<file path="config.mk">
export PLATFORM = sky130hd
export DESIGN_NAME = cfg_loader
export DESIGN_NICKNAME = d
export VERILOG_FILES = /design/src/rtl/cfg_loader.sv
export SDC_FILE = /design/constraint.sdc
export NUM_CORES = 1
export LEC_CHECK = 0
export BUFFER_PORTS_ARGS = -buffer_cell sky130_fd_sc_hd__buf_2
export CAP_MARGIN = 10
export CORE_UTILIZATION = 55
export CTS_CLUSTER_SIZE = 28
export DETAILED_ROUTE_END_ITERATION = 8
export PLACE_DENSITY = 0.79
export SLEW_MARGIN = 10
export SYNTH_ARGS = -nofsm -noshare
export SYNTH_HDL_FRONTEND = slang
export SYNTH_SLANG_ARGS = --single-unit
</file>
<file path="constraint.sdc">
create_clock -name clk -period 3.4 [get_ports clk]
set_clock_uncertainty 0.15 [all_clocks]
set_input_delay 0.34 -clock clk [delete_from_list [all_inputs] [get_ports clk]]
set_output_delay 0.34 -clock clk [all_outputs]
set_load 0.01 [all_outputs]
</file>
<file path="src/rtl/cfg_loader.sv">
module cfg_loader #(
  parameter int CLK_HI      = 2,
  parameter int CLK_LO      = 2,
  parameter int PROG_CYC    = 64,
  parameter int INIT_TO     = 200,
  parameter int STARTUP_CLKS = 8,
  parameter int DONE_TO     = 64
) (
  input  logic       clk,
  input  logic       rst_n,
  input  logic       start,
  input  logic       scrub,
  input  logic [7:0] s_data,
  input  logic       s_valid,
  input  logic       s_last,
  output logic       s_ready,
  output logic       tgt_cclk,
  output logic       tgt_cs_n,
  output logic       tgt_rdwr_n,
  output logic       tgt_prog_n,
  output logic [7:0] tgt_data,
  input  logic       tgt_init,
  input  logic       tgt_done,
  output logic       cfg_busy,
  output logic       cfg_ok,
  output logic       cfg_err
);
  localparam int HI  = (CLK_HI < 2) ? 2 : CLK_HI;
  localparam int LO  = (CLK_LO < 2) ? 2 : CLK_LO;
  localparam int CW  = 16;
  localparam int PW  = $clog2(DONE_TO + STARTUP_CLKS + 1) + 1;

  typedef enum logic [3:0] {IDLE, PROG, WINIT, LOAD, DLO, DHI, SLO, SHI, OKAY, FAIL} st_t;
  st_t st;
  logic [CW-1:0] cnt;
  logic [PW-1:0] pcnt;
  logic [7:0]    dat;
  logic          last_q, seen;

  wire selected = (st == LOAD) || (st == DLO) || (st == DHI) || (st == SLO) || (st == SHI);
  wire accept   = s_valid && s_ready;
  wire idle     = (st == IDLE) || (st == OKAY) || (st == FAIL);

  assign s_ready    = (st == LOAD);
  assign tgt_cclk   = (st == DHI) || (st == SHI);
  assign tgt_cs_n   = !selected;
  assign tgt_rdwr_n = !selected;
  assign tgt_prog_n = (st != PROG);
  assign tgt_data   = dat;
  assign cfg_busy   = !idle;
  assign cfg_ok     = (st == OKAY);
  assign cfg_err    = (st == FAIL);

  always_ff @(posedge clk or negedge rst_n) begin
    if (!rst_n) begin
      st <= IDLE; cnt <= '0; pcnt <= '0; dat <= '0; last_q <= 1'b0; seen <= 1'b0;
    end else if (selected && !tgt_init) begin
      st <= FAIL;
    end else begin
      if ((st == SLO || st == SHI) && tgt_done) seen <= 1'b1;
      case (st)
        IDLE, OKAY, FAIL: if (start) begin
          seen <= 1'b0;
          if (scrub) begin st <= WINIT; cnt <= CW'(INIT_TO - 1); end
          else       begin st <= PROG;  cnt <= CW'(PROG_CYC - 1); end
        end
        PROG: if (cnt == 0) begin st <= WINIT; cnt <= CW'(INIT_TO - 1); end
              else cnt <= cnt - 1'b1;
        WINIT: if (tgt_init) st <= LOAD;
               else if (cnt == 0) st <= FAIL;
               else cnt <= cnt - 1'b1;
        LOAD: if (accept) begin
          dat <= s_data; last_q <= s_last; st <= DLO; cnt <= CW'(LO - 1);
        end
        DLO: if (cnt == 0) begin st <= DHI; cnt <= CW'(HI - 1); end
             else cnt <= cnt - 1'b1;
        DHI: if (cnt == 0) begin
          cnt <= CW'(LO - 1);
          if (last_q) begin st <= SLO; pcnt <= '0; end
          else st <= LOAD;
        end else cnt <= cnt - 1'b1;
        SLO: if (cnt == 0) begin st <= SHI; cnt <= CW'(HI - 1); pcnt <= pcnt + 1'b1; end
             else cnt <= cnt - 1'b1;
        SHI: if (cnt == 0) begin
          cnt <= CW'(LO - 1);
          if ((seen || tgt_done) && pcnt >= PW'(STARTUP_CLKS)) st <= OKAY;
          else if (pcnt >= PW'(DONE_TO)) st <= FAIL;
          else st <= SLO;
        end else cnt <= cnt - 1'b1;
        default: st <= IDLE;
      endcase
    end
  end

  assert_prog_cs_excl_R2: assert property (@(posedge clk) disable iff (!rst_n)
    !(!tgt_prog_n && !tgt_cs_n));
  assert_cs_after_init_R4: assert property (@(posedge clk) disable iff (!rst_n)
    $fell(tgt_cs_n) |-> $past(tgt_init));
  assert_no_clk_unselected_R5: assert property (@(posedge clk) disable iff (!rst_n)
    tgt_cs_n |-> !tgt_cclk);
  assert_data_stable_R6: assert property (@(posedge clk) disable iff (!rst_n)
    $rose(tgt_cclk) |-> $stable(tgt_data));
  assert_ready_gap_R7: assert property (@(posedge clk) disable iff (!rst_n)
    accept |=> !s_ready);
  assert_ok_err_excl_R8: assert property (@(posedge clk) disable iff (!rst_n)
    !(cfg_ok && cfg_err));
  assert_init_loss_R9: assert property (@(posedge clk) disable iff (!rst_n)
    (!tgt_cs_n && !tgt_init) |=> cfg_err);
endmodule

</file>
==> impl_metrics.sql, run 1 <==
INSERT INTO impl_metrics (metric_group, metric, value, unit) VALUES
('status', 'outcome', 'finished, violations left', ''),
('status', 'violations', 'negative hold slack', ''),
('sta', 'setup-tns-final', '0', 'ns'),
('sta', 'setup_repair_after_global_routing_missed_its_margin', 'false', ''),
('worst_setup_path', 'critical_path.most_common_cell', 'nor2_1', ''),
('worst_setup_path', 'reg2regPathDepth', '5', ''),
('global_route', 'grt_pass1_wl', '8830', 'µm'),
('yosys', 'synth_simple_gate_area_frac', '0.255', ''),
('detailed_routing', 'drc', '0', ''),
('sta', 'final-hold-violation-count', '8', ''),
('clocking', 'cts-root-to-sink-buffers', '2', ''),
('placed_design', 'port-buffer-count', '31', ''),
('clocking', 'cts_hold_buffers', '0', ''),
('worst_setup_path', 'crit_arrival', '2.99', 'ns'),
('final_layout', 'final_standard_cell_count_with_taps_included_and_fillers_excluded', '338', ''),
('worst_setup_path', 'timing.critical_path.to_type', 'flip-flop', ''),
('worst_setup_path', 'count_of_buffering_cells_on_the_critical_path_with_inverters_included', '0', ''),
('sta', 'final_min_period_over_clock_period', '0.871', ''),
('yosys', 'synth.ff_latch_count', '38', ''),
('worst_setup_path', 'timing.critical_path.from_type', 'flip-flop', ''),
('yosys', 'ys_types', '45', ''),
('power', 'clkPwrFrac', '0.142', ''),
('global_route', 'groute.usage.overall', '0.272', ''),
('yosys', 'adder_cell_share_of_the_synthesized_area', '0.0219', ''),
('placed_design', 'placedCellCount', '331', ''),
('placed_design', 'detailed_place.area', '2460', 'µm²'),
('power', 'power.combinational.fraction', '0.491', ''),
('final_layout', 'layout.cells.most_common_list', 'dfrtp_1 (38), nor2_1 (35), buf_2 (31)', ''),
('final_layout', 'fin_util', '0.634', ''),
('die', 'floorplan.die_area', '4410', 'µm²'),
('power', 'sw_frac_of_total', '0.444', ''),
('power', 'share_seq_of_total_power', '0.367', ''),
('final_layout', 'layout_cell_share_with_drive_strength_beyond_1', '0.198', ''),
('yosys', 'synth_compound_gate_area_share', '0.198', ''),
('clocking', 'cts_repair_resize_count', '0', ''),
('die', 'core_outline_area', '4000', 'µm²'),
('detailed_routing', 'totalWireLength', '5250', 'µm'),
('global_route', 'maximum_number_of_pins_on_one_net_before_global_route_repair', '39', ''),
('global_route', 'initial_antenna_violation_count', '0', ''),
('clocking', 'htreeDepth', '2', ''),
('final_layout', 'n_fill_cell', '340', ''),
('yosys', 'ys.flop_type', 'dfrtp_1', ''),
('min_path', 'hold_path.class', 'in2async', ''),
('yosys', 'mappedNetlistNets', '282', ''),
('die', 'rows', '23', ''),
('global_route', 'grt_pass1_vias', '1950', ''),
('worst_setup_path', 'cp_max_fo', '20', ''),
('placed_design', 'dpl.hpwl', '3780', 'µm'),
('yosys', 'postSynthAreaPerCell', '8.71', 'µm²'),
('die', 'die_height', '66.4', 'µm'),
('yosys', 'yosys.area_share.xor_xnor', '0.0230', ''),
('clocking', 'clkLatencyLatePin', '0.30', 'ns'),
('clocking', 'clk_root_buffer_cell', 'clkbuf_8', ''),
('yosys', 'netlist_top_cells_area', 'dfrtp_1 (42%), nor2_1 (5.8%), mux2_2 (4.4%)', ''),
('worst_setup_path', 'cp_cell_sequence', 'nand2b_1, nor2_1, o32ai_1, nor2_1, a32o_1', ''),
('sta', 'finalWorstPathRequiredPeriod', '2.96', 'ns'),
('sta', 'timing.slew.headroom', '0.261', ''),
('final_layout', 'syn_to_final_growth', '11.1', '%'),
('power', 'irDropWorstVdd', '0.513', 'mV'),
('detailed_routing', 'routed-via-count', '2090', ''),
('final_layout', 'final_cell_area', '2540', 'µm²'),
('worst_setup_path', 'critical-path-top-delay-family', 'compound AO/OA/AOI/OAI gates', ''),
('global_route', 'grt-ovfl-total', '0', ''),
('yosys', 'synthMuxAreaShare', '0.0488', ''),
('sta', 'final-setup-viol-count', '0', ''),
('run', 'maxCapViolCount', '0', ''),
('sta', 'hold-worst-slack', '-0.0178', 'ns'),
('worst_setup_path', 'worst_path_max_delay_cell', 'o32ai_1', ''),
('clocking', 'tritoncts_clock_tree', 'built', ''),
('yosys', 'postSynth.asyncResetShare', '1.00', ''),
('sta', 'timing_worst_slew_pin_value', '1.11', 'ns');
## final timing paths
check | from | to | slack, ns
worst max-delay path | st[3] | cnt[7] | 0.44
worst min register to register | pcnt[7] | pcnt[7] | 0.35
worst min-delay path | rst_n | st[0] | -0.02
worst max register to register | st[3] | cnt[7] | 0.44
max in group asynchronous | rst_n | tgt_data[1] | 2.58
min in group clk | start | seen | 0.09
## state kept, by name, indices dropped and copies added, names as in the netlist
register / cells
st: 4
tgt_data: 8
pcnt: 8
last_q: 1
cnt: 16
seen: 1
## area by class of cell
| cell class | instances | area, µm² | share of cell area |
|---|---|---|---|
| Tap cell | 50 | 62.6 | 0.0247 |
| Sequential cell | 38 | 951 | 0.375 |
| Timing Repair Buffer | 33 | 170 | 0.0671 |
| Multi-Input combinational cell | 203 | 1250 | 0.492 |
| Inverter | 7 | 26.3 | 0.0104 |
| Clock inverter | 2 | 10.0 | 0.00395 |
| Clock buffer | 5 | 68.8 | 0.0271 |
## synthesized netlist by cell type, types with 3 or more instances
library cell / instances
or3_1: 5
nand2_1: 19
o32ai_1: 3
inv_1: 7
clkbuf_1: 11
dfrtp_1: 38
nor2b_1: 3
o21ai_1: 7
a211o_1: 3
or2_2: 4
a21oi_1: 15
nor3_1: 11
o31ai_1: 3
xnor2_1: 6
nor4b_1: 3
o21bai_1: 3
a22o_1: 3
nor2_1: 35
o21ai_0: 18
and3_1: 7
nor4_1: 7
nand2b_1: 5
a32o_1: 4
ha_1: 4
nand3_1: 4
mux2_2: 9
## metal layers
layer / share of wire / track usage
met4: 0.021 / 0.130
met3: 0.050 / 0.0603
met5: 0 / 0
met1: 0.45 / 0.338
met2: 0.48 / 0.444
## power by group through the flow
stage | combinational, mW | clock (mW) | sequential (mW)
floorplan | 0.795 | 0 | 0.702
global placement | 0.977 | 0 | 0.756
detailed placement | 1.01 | 0 | 0.765
CTS | 1.01 | 0.302 | 0.758
global route | 1.14 | 0.322 | 0.784
finish | 1.02 | 0.296 | 0.765
## kinds of logic after synthesis
| logic type | after synthesis |
|---|---|
| compound gates | 70 |
| xor+xnor | 6 |
| fa+ha+maj | 4 |
| buf+inv | 21 |
| flops | 38 |
| mux | 10 |
| simple gates | 113 |
## metrics by stage
step / hold WS [ns] / worst slack (ns)
3_5_place_dp: 0.345 / 0.483
4_1_cts: 0.0227 / 0.476
6_report: -0.0178 / 0.440
2_1_floorplan: -0.106 / 0.647
5_1_grt: 0.0743 / 0.257
3_3_place_gp: 0.313 / 0.532
Note: power is estimated with default switching activity, not from simulation.
==> run 2: changes to the inputs <==
CELL_PAD_IN_SITES_DETAIL_PLACEMENT = 2   (was default)
CELL_PAD_IN_SITES_GLOBAL_PLACEMENT = 2   (was default)
CORE_UTILIZATION = 34   (was 55)
PLACE_DENSITY = 0.8   (was 0.79)
==> run 2 against run 1 <==
Net effect: the flow finishes with violations (design-rule violations); core utilization fell by 22 points; first-iteration DRC count down 73%; power up 7.0%; clock power rose by 35%; cell count increased by 9.2%; highest routed layer unchanged; via count shrank 0.24%; maximum frequency barely moved; critical path depth unchanged; cell area up 3.6%; largest power group unchanged; sequential share of layout area shrank 1.3 points.
==> impl_metrics.sql, run 2 (synthesis results as in run 1) <==
INSERT INTO impl_metrics (metric_group, metric, value, unit) VALUES
('clocking', 'clk_transition_reported_paths', '0.09', 'ns'),
('die', 'rows', '29', ''),
('die', 'floorplan.die.width', '83.9', 'µm'),
('power', 'power.static_leakage', '1.16', 'nW'),
('die', 'floorplan.initialDensity', '0.355', ''),
('power', 'power_switching', '0.969', 'mW'),
('power', 'power.density', '849', 'nW/µm²'),
('power', 'power.combinational.fraction', '0.484', ''),
('final_layout', 'n_fill_cell', '754', ''),
('detailed_routing', 'drt-initial-drc-count', '69', ''),
('final_layout', 'antenna_cells', '0', ''),
('sta', 'timing_worst_slew_pin_value', '0.896', 'ns'),
('sta', 'max_freq', '337', 'MHz'),
('min_path', 'hold_path.class', 'in2async', ''),
('sta', 'setup_repair_after_global_routing_missed_its_margin', 'false', ''),
('sta', 'final-hold-violation-count', '0', ''),
('detailed_routing', 'routed-via-count', '2085', ''),
('global_route', 'grt-ovfl-total', '0', ''),
('final_layout', 'multiInputGateArea', '1250', 'µm²'),
('run', 'maxCapViolCount', '0', ''),
('worst_setup_path', 'r2r-end', 'pcnt[6]', ''),
('final_layout', 'regArea', '951', 'µm²'),
('sta', 'timing.slew.headroom', '0.402', ''),
('worst_setup_path', 'regToRegSetupSlack', '0.44', 'ns'),
('detailed_routing', 'totalWireLength', '6510', 'µm'),
('status', 'outcome', 'finished, violations left', ''),
('clocking', 'clkLatencyLatePin', '0.30', 'ns'),
('sta', 'hold-worst-slack', '0.00641', 'ns'),
('sta', 'setup-tns-final', '0', 'ns'),
('clocking', 'tritoncts_clock_tree', 'built', ''),
('final_layout', 'final_standard_cell_count_with_taps_included_and_fillers_excluded', '369', ''),
('power', 'design_power_total', '2.23', 'mW'),
('die', 'top_level_ports', '32', ''),
('power', 'power.internal', '1.26', 'mW'),
('clocking', 'cts_hold_buffers', '0', ''),
('placed_design', 'port-buffer-count', '31', ''),
('final_layout', 'mostFrequentLayoutCell', 'dfrtp_1', ''),
('final_layout', 'layout_cell_share_with_drive_strength_beyond_1', '0.209', ''),
('placed_design', 'place_congestion', '0.774', ''),
('detailed_routing', 'firstDrtPassIters', '6', ''),
('sta', 'slew_violations', '0', ''),
('placed_design', 'dpl.hpwl', '4840', 'µm'),
('detailed_routing', 'route.detailed.wl_per_inst', '17.7', 'µm'),
('sta', 'final_min_period_over_clock_period', '0.871', ''),
('sta', 'final-setup-viol-count', '0', ''),
('global_route', 'grt_pass1_vias', '2250', ''),
('worst_setup_path', 'reg2regPathDepth', '5', ''),
('placed_design', 'placedCellCount', '361', ''),
('worst_setup_path', 'worstSetupPathType', 'reg2reg', ''),
('power', 'clkPwrFrac', '0.179', ''),
('clocking', 'cts.sinks', '38', ''),
('status', 'violations', 'design-rule violations', ''),
('detailed_routing', 'drtAntennaViolNets', '0', ''),
('worst_setup_path', 'timing.critical_path.to_type', 'flip-flop', ''),
('worst_setup_path', 'timing.critical_path.from_type', 'flip-flop', ''),
('final_layout', 'largest_register_ffs', '16', ''),
('clocking', 'post-cts-setup-buffers', '0', ''),
('final_layout', 'top_register', 'cnt', ''),
('final_layout', 'finalNetCount', '311', ''),
('die', 'floorplan.die_area', '7040', 'µm²'),
('clocking', 'htreeDepth', '2', ''),
('clocking', 'cts_repair_resize_count', '0', ''),
('power', 'irDropWorstVdd', '0.352', 'mV'),
('global_route', 'grt_pass1_wl', '11500', 'µm'),
('final_layout', 'fin_util', '0.409', ''),
('detailed_routing', 'viasPerCell', '5.65', ''),
('detailed_routing', 'drc', '8', ''),
('worst_setup_path', 'rr_startpoint', 'cnt[6]', ''),
('global_route', 'groute.usage.overall', '0.206', ''),
('global_route', 'maximum_number_of_pins_on_one_net_before_global_route_repair', '39', ''),
('clocking', 'numCtsBuffers', '5', ''),
('power', 'sw_frac_of_total', '0.434', ''),
('power', 'share_seq_of_total_power', '0.337', ''),
('die', 'die_height', '83.9', 'µm'),
('worst_setup_path', 'cp_max_fo', '10', ''),
('sta', 'finalWorstPathRequiredPeriod', '2.96', 'ns'),
('die', 'core_outline_area', '6420', 'µm²'),
('worst_setup_path', 'cp.required', '3.46', 'ns'),
('worst_setup_path', 'crit_arrival', '3.03', 'ns'),
('clocking', 'cts-root-to-sink-buffers', '2', ''),
('global_route', 'initial_antenna_violation_count', '0', ''),
('final_layout', 'syn_to_final_growth', '15.1', '%'),
('final_layout', 'layout.cells.most_common_list', 'dfrtp_1 (38), nor2_1 (35), buf_2 (31)', ''),
('clocking', 'clk_root_buffer_cell', 'clkbuf_8', '');
run 2: changes by cell type in the layout (fill, tap and decap cells not counted):
cell and delta:
buf_4 +3, clkinv_2 -2, clkinvlp_4 +2, bufinv_16 +1
run 2: stage by stage:
step                setup slack [ns]  area, µm²
floorplan                      0.647       2280
global placement               0.503       2510
detailed placement             0.422       2510
CTS                            0.403       2630
global route                   0.253       2630
finish                         0.437       2630
run 2: final cells by class:
class / count / area share
Multi-Input combinational cell: 203 / 0.475
Clock inverter: 3 / 0.0171
Sequential cell: 38 / 0.362
Inverter: 7 / 0.0100
Tap cell: 77 / 0.0367
Clock buffer: 5 / 0.0262
Timing Repair Buffer: 36 / 0.0733
run 2: power groups by stage:
stage / Combinational [mW] / Sequential (mW) / Clock, mW
2_1_floorplan: 0.795 / 0.702 / 0
3_3_place_gp: 1.06 / 0.750 / 0
3_5_place_dp: 1.09 / 0.761 / 0
4_1_cts: 1.10 / 0.752 / 0.415
5_1_grt: 1.22 / 0.779 / 0.433
6_report: 1.08 / 0.752 / 0.399
run 2: worst max-delay path: stages, from the launching register on:
cell and delay [ns]:
dfrtp_1 0.45, or4_4 0.56, or4_4 0.47, or4_1 0.72, or2_1 0.32, o31ai_2 0.22
run 2: layer usage:
layer	routed length [µm]	global-route usage
met1	3100	0.271
met2	3210	0.352
met3	129	0.0326
met4	68	0.0517
met5	0	0
run 2: worst max path at each step:
stage,startpoint,end,cells after the start
after floorplan,cnt[6],pcnt[6],6
after global placement,cnt[6],pcnt[6],5
after detailed placement,cnt[6],pcnt[2],6
after CTS,cnt[6],pcnt[6],5
after global routing,cnt[6],pcnt[2],6
final,cnt[6],pcnt[6],5
